## src/rtl/wfq_pkg.sv

```systemverilog
package wfq_pkg;
  // Index width with a floor of one bit so that single-entry shapes still elaborate.
  function automatic int idx_width(input int n);
    return (n <= 1) ? 1 : $clog2(n);
  endfunction
endpackage

```

## src/rtl/wfq_set_queue.sv

```systemverilog
module wfq_set_queue
  import wfq_pkg::*;
#(
  parameter int WAYS  = 4,
  parameter int WAY_W = 2
) (
  input  logic             clk,
  input  logic             rst_n,
  input  logic             push_en,
  input  logic [WAY_W-1:0] push_way,
  input  logic             pop_en,
  output logic [WAY_W-1:0] head_way,
  output logic             empty,
  output logic             full
);
  localparam int PTR_W = idx_width(WAYS);
  localparam int CNT_W = $clog2(WAYS + 1);
  localparam int SUM_W = PTR_W + 1;

  logic [WAY_W-1:0] slot_q [WAYS];
  logic [PTR_W-1:0] head_q;
  logic [CNT_W-1:0] count_q;
  logic [SUM_W-1:0] tail_sum;
  logic [PTR_W-1:0] tail_idx;
  logic [PTR_W-1:0] head_nxt;

  always_comb begin
    tail_sum = {1'b0, head_q} + SUM_W'(count_q);
    if (tail_sum >= SUM_W'(WAYS)) tail_idx = PTR_W'(tail_sum - SUM_W'(WAYS));
    else                          tail_idx = PTR_W'(tail_sum);
    head_nxt = (head_q == PTR_W'(WAYS - 1)) ? '0 : head_q + 1'b1;
  end

  // Slot storage. On a full set with a same-cycle pop, the tail index
  // equals the head index, so the write lands on the slot being freed.
  always_ff @(posedge clk) begin
    if (push_en) slot_q[tail_idx] <= push_way;
  end

  always_ff @(posedge clk) begin
    if (!rst_n) begin
      head_q  <= '0;
      count_q <= '0;
    end else begin
      if (pop_en) head_q <= head_nxt;
      case ({push_en, pop_en})
        2'b10:   count_q <= count_q + 1'b1;
        2'b01:   count_q <= count_q - 1'b1;
        default: count_q <= count_q;
      endcase
    end
  end

  assign head_way = slot_q[head_q];
  assign empty    = (count_q == '0);
  assign full     = (count_q == CNT_W'(WAYS));

  assert_depth_bound_R7: assert property (@(posedge clk) disable iff (!rst_n)
    count_q <= CNT_W'(WAYS));
  assert_no_empty_pop_R4: assert property (@(posedge clk) disable iff (!rst_n)
    pop_en |-> count_q != '0);
  assert_no_overflow_R7: assert property (@(posedge clk) disable iff (!rst_n)
    (push_en && !pop_en) |-> count_q < CNT_W'(WAYS));
  assert_swap_keeps_count_R6: assert property (@(posedge clk) disable iff (!rst_n)
    (push_en && pop_en) |=> $stable(count_q));
  assert_idle_keeps_head_R8: assert property (@(posedge clk) disable iff (!rst_n)
    !pop_en |=> $stable(head_q));
endmodule

```

## src/rtl/wfq_pick.sv

```systemverilog
module wfq_pick #(
  parameter int             N     = 8,
  parameter int             W     = 2,
  parameter int             SEL_W = 3,
  parameter logic [W-1:0]   DFLT  = '0
) (
  input  logic [N*W-1:0]  vec,
  input  logic [SEL_W-1:0] sel,
  output logic [W-1:0]    out
);
  always_comb begin
    out = DFLT;
    for (int i = 0; i < N; i++) begin
      if (sel == SEL_W'(i)) out = vec[i*W +: W];
    end
  end
endmodule

```

## src/rtl/way_fifo_repl.sv

```systemverilog
module way_fifo_repl
  import wfq_pkg::*;
#(
  parameter int NUM_SETS = 8,
  parameter int WAYS     = 4,
  localparam int SET_W   = idx_width(NUM_SETS),
  localparam int WAY_W   = idx_width(WAYS)
) (
  input  logic             clk,
  input  logic             rst_n,
  input  logic             push_valid,
  output logic             push_ready,
  input  logic [SET_W-1:0] push_set,
  input  logic [WAY_W-1:0] push_way,
  input  logic             pop_valid,
  output logic             pop_ready,
  input  logic [SET_W-1:0] pop_set,
  output logic [WAY_W-1:0] pop_way
);
  logic [NUM_SETS*WAY_W-1:0] head_vec;
  logic [NUM_SETS-1:0]       empty_vec;
  logic [NUM_SETS-1:0]       full_vec;
  logic [NUM_SETS-1:0]       push_en;
  logic [NUM_SETS-1:0]       pop_en;
  logic                      pop_empty;
  logic                      push_full;
  logic                      pop_fire;
  logic                      push_fire;

  for (genvar s = 0; s < NUM_SETS; s++) begin : g_set
    assign push_en[s] = push_fire && (push_set == SET_W'(s));
    assign pop_en[s]  = pop_fire  && (pop_set  == SET_W'(s));

    wfq_set_queue #(.WAYS(WAYS), .WAY_W(WAY_W)) u_queue (
      .clk      (clk),
      .rst_n    (rst_n),
      .push_en  (push_en[s]),
      .push_way (push_way),
      .pop_en   (pop_en[s]),
      .head_way (head_vec[s*WAY_W +: WAY_W]),
      .empty    (empty_vec[s]),
      .full     (full_vec[s])
    );
  end

  wfq_pick #(.N(NUM_SETS), .W(WAY_W), .SEL_W(SET_W), .DFLT('0)) u_pick_head (
    .vec (head_vec), .sel (pop_set), .out (pop_way)
  );
  wfq_pick #(.N(NUM_SETS), .W(1), .SEL_W(SET_W), .DFLT(1'b1)) u_pick_empty (
    .vec (empty_vec), .sel (pop_set), .out (pop_empty)
  );
  wfq_pick #(.N(NUM_SETS), .W(1), .SEL_W(SET_W), .DFLT(1'b1)) u_pick_full (
    .vec (full_vec), .sel (push_set), .out (push_full)
  );

  assign pop_ready  = !pop_empty;
  assign pop_fire   = pop_valid && pop_ready;
  assign push_ready = !push_full || (pop_fire && (pop_set == push_set));
  assign push_fire  = push_valid && push_ready;

  assert_single_pop_R5: assert property (@(posedge clk) disable iff (!rst_n)
    pop_fire |-> $countones(pop_en) == 1);
  assert_single_push_R5: assert property (@(posedge clk) disable iff (!rst_n)
    $countones(push_en) <= 1);
  assert_quiet_sets_idle_R8: assert property (@(posedge clk) disable iff (!rst_n)
    !pop_fire |-> pop_en == '0);
endmodule

```

## config.mk

```make
export PLATFORM = sky130hd
export DESIGN_NAME = way_fifo_repl
export DESIGN_NICKNAME = d
export VERILOG_FILES = /design/src/rtl/wfq_pkg.sv /design/src/rtl/wfq_set_queue.sv /design/src/rtl/wfq_pick.sv /design/src/rtl/way_fifo_repl.sv
export SDC_FILE = /design/constraint.sdc
export NUM_CORES = 1
export LEC_CHECK = 0
export BUFFER_PORTS_ARGS = -buffer_cell sky130_fd_sc_hd__buf_2
export CAP_MARGIN = 20
export CELL_PAD_IN_SITES_DETAIL_PLACEMENT = 0
export CELL_PAD_IN_SITES_GLOBAL_PLACEMENT = 1
export CORE_MARGIN = 10
export CORE_UTILIZATION = 30
export CTS_CLUSTER_DIAMETER = 30
export DETAILED_ROUTE_END_ITERATION = 8
export MAX_ROUTING_LAYER = met4
export PLACE_DENSITY = 0.54
export SLEW_MARGIN = 15
export SYNTH_ARGS = -nofsm -noshare
export SYNTH_HDL_FRONTEND = slang
export SYNTH_HIERARCHICAL = 1
export SYNTH_SLANG_ARGS = --single-unit
```

## constraint.sdc

```tcl
create_clock -name clk -period 8 [get_ports clk]
set_input_delay 0.8 -clock clk [delete_from_list [all_inputs] [get_ports clk]]
set_output_delay 0.8 -clock clk [all_outputs]
set_load 0.005 [all_outputs]
```

==> results.md <==
* Status: completed
* Critical path cell sequence: buf_2, mux4_1, mux2_2, inv_1, nand2_1, nor4b_1, ha_1, inv_1, fa_1, xor2_1, or3_1, a21boi_1
* Slowest cell on crit path: nor4b_1
* Root Buffer: clkbuf_16
* Max clock buf depth at 2
* Starting Density at 0.309
* Static Leak at 0.00227 uW
* Final setup vio count at 0
* Most common cell after layout, fill and taps aside: edfxtp_1
* Iter 0 DRT Violations at 129
* Hold_ws at 0.498 ns
* Async S/R FF share, synth at 0
* Die ar. at 0.0254 sq mm
* First-pass GRT wire length at 19500 microns
* Ys flop type: edfxtp_1
* Post_cts resized at 0
* CTS tree: built
* Simple-gate portion of the synthesized area at 0.140
* Die height at 159 microns
* Total GRT Usage at 0.101
* I/O pins at 16
* Remaining global-route overflow at 0
* Fraction of layout cells with a size suffix above 1 at 0.145
* Port-buffer cells at 15
* Synth Register Bits at 120
* Post-route setup TNS at 0 ns
* WP buf/inv at 3
* Via count at 3510
* DP HPWL at 8840 microns
* Number of distinct library cells after synthesis at 44
* Worst setup EP type: register
* Detailed Route WL at 11900 microns
* F_max at 245 MHz
* Multi-input logic area at 0.00262 sq mm
* Mapped Nets at 514
* YS warnings at 6
* Synth Area in Adders at 0.0789
* Crit path arrival time at 4.43 ns
* Vias/cell at 4.54
* Routability cong. at 0.765
* DRC viols at 0
* Hold Buf Count CTS at 0
* Largest family of logic cells by synthesized area: simple AND/OR/NAND/NOR gates
* Complex-gate fraction of the synthesized area at 0.0384
* DRT antenna net count at 0
* RSZ-0062 raised after global routing: no
* Max_cap viols at 0
* H-tree Lvls at 4
* Sequential cell area at 0.00304 sq mm
* Nets at 543
* Drt first pass iters at 4
* Avg Synthesized Cell Area at 12.4 sq um
* Vias in the first global route at 3715
* Crit Path Max Fanout at 22
* Hold Vio Cnt, Final at 0
* Cells after synthesis at 470
* Clock skew at 0.00898 ns
* Die X at 159 microns
* Skew-Pair Late Insertion Delay at 0.41 ns
* Min cycle time layout at 4.08 ns
* Slew Viols, Final at 0
* Wire length per cell at 15.4 microns
* Largest net degree at the start of global routing at 41
* Crit start category: input pin
* Seq/Total Area, Yosys at 0.521
* Critical Path Most Common Cell: inv_1
* CP delay by family, top: simple AND/OR/NAND/NOR gates
* Initial antenna violation count at 1
* Slew margin rel. at 0.397
* Worst-margin pin slew at 0.892 ns
* Core Region at 0.0189 sq mm
* CTS sink count at 120
* Commonest cells after routing, fill and taps aside: 64 x edfxtp_1, 56 x dfxtp_1, 48 x nor2_1
* Filler Cell Count at 1881
* Post-CTS setup buffer count at 0
* Mux cell area share after synthesis at 0.122
* Share of the clock period used by the worst path at 0.510
* Clock transition at the registers of the reported paths at 0.05 ns
* Worst-case vdd ir drop at 148 uV
* Worst EP required at 8.34 ns
* Hold Crit Class: reg2reg
* Crit-path max cell delay at 0.75 ns
* Floorplan row count at 50
* Power Dens Cells at 214 mW/mm^2
* XOR/XNOR Fraction of Synth Area at 0.0697
* Cts bufs inserted at 17
* Area Growth Syn to Fin at 16.2%
* EDFF count, synth at 64
* Crit Path Category: in2reg
* Mapped cell area at 0.00584 sq mm
[power breakdown]
group | internal [uW] | total [uW] | switching [uW]
sequential | 654 | 657 | 3.84
combinational | 24.4 | 61.3 | 36.9
clock | 472 | 734 | 262
total | 1150 | 1450 | 303
[synth_stat cells, types with 2 or more instances]
library cell,instances,share of area
nand3b_1,4,0.0051
nand2_1,23,0.015
mux4_1,4,0.018
inv_1,35,0.023
and3_1,8,0.0086
fa_1,8,0.027
mux2i_1,19,0.033
mux2_2,3,0.0058
o21ai_0,17,0.015
nor2_1,48,0.031
dfxtp_1,56,0.19
nand2b_1,9,0.0096
nor3_1,14,0.012
edfxtp_1,64,0.33
o211ai_1,2,0.0026
xor2_1,16,0.024
xnor2_1,23,0.035
a21boi_1,8,0.010
or3_1,8,0.0086
ha_1,24,0.051
mux4_2,17,0.066
nand3_1,2,0.0017
nor2b_1,17,0.018
xnor2_2,4,0.011
and2_1,16,0.017
nor3b_1,2,0.0026
buf_6,2,0.0039
[cell families after synthesis]
family / after synthesis
simple gates: 158
compound gates: 34
buf+inv: 40
mux: 43
fa+ha+maj: 32
flops: 120
xor+xnor: 43
[per-layer routing]
metal  GRT usage  wire (microns)  part of all wire
met5           -               0                 0
met4      0.0404             231             0.019
met3      0.0330             371             0.031
met2       0.152            5490              0.46
met1       0.123            5800              0.49
[final timing paths]
kind | start | endpoint | slack, ns | cells after the start
setup / recovery | pop_set[1] | g_set[4].u_queue/count_q[2]$_SDFFE_PN0P_ | 3.92 | 12
hold / removal | g_set[2].u_queue/count_q[2]$_SDFFE_PN0P_ | g_set[2].u_queue/count_q[2]$_SDFFE_PN0P_ | 0.50 | 2
setup reg to reg | g_set[1].u_queue/count_q[1]$_SDFFE_PN0P_ | g_set[4].u_queue/count_q[2]$_SDFFE_PN0P_ | 4.29 | 12
hold reg to reg | g_set[2].u_queue/count_q[2]$_SDFFE_PN0P_ | g_set[2].u_queue/count_q[2]$_SDFFE_PN0P_ | 0.50 | 2
[final cells by class]
class / count / share of cell area
diodes: 1 / 0.000369
well taps: 260 / 0.0480
multi-input cells: 310 / 0.387
flip-flops and latches: 120 / 0.449
inverters: 35 / 0.0194
clock inverters: 12 / 0.0186
clock buffers: 20 / 0.0673
repair buffers: 15 / 0.0111
[worst min-delay path, delay by kind of cell, from the launching register on]
kind               cells  cell delay, ns
AOI/OAI and AO/OA      2            0.12
DFF                    1            0.32
[per-stage QoR]
step,cells,setup slack (ns),total power [uW],utilization,cell area (sq um)
after floorplan,470,4.36,707,-,5840
after global placement,740,3.59,732,0.328,6200
after detailed placement,740,3.46,733,0.328,6200
after CTS,772,3.91,1480,0.359,6780
after global routing,773,3.70,1510,0.359,6780
final,773,3.92,1450,0.359,6780
No activity file was read; power rests on OpenSTA's default activity.
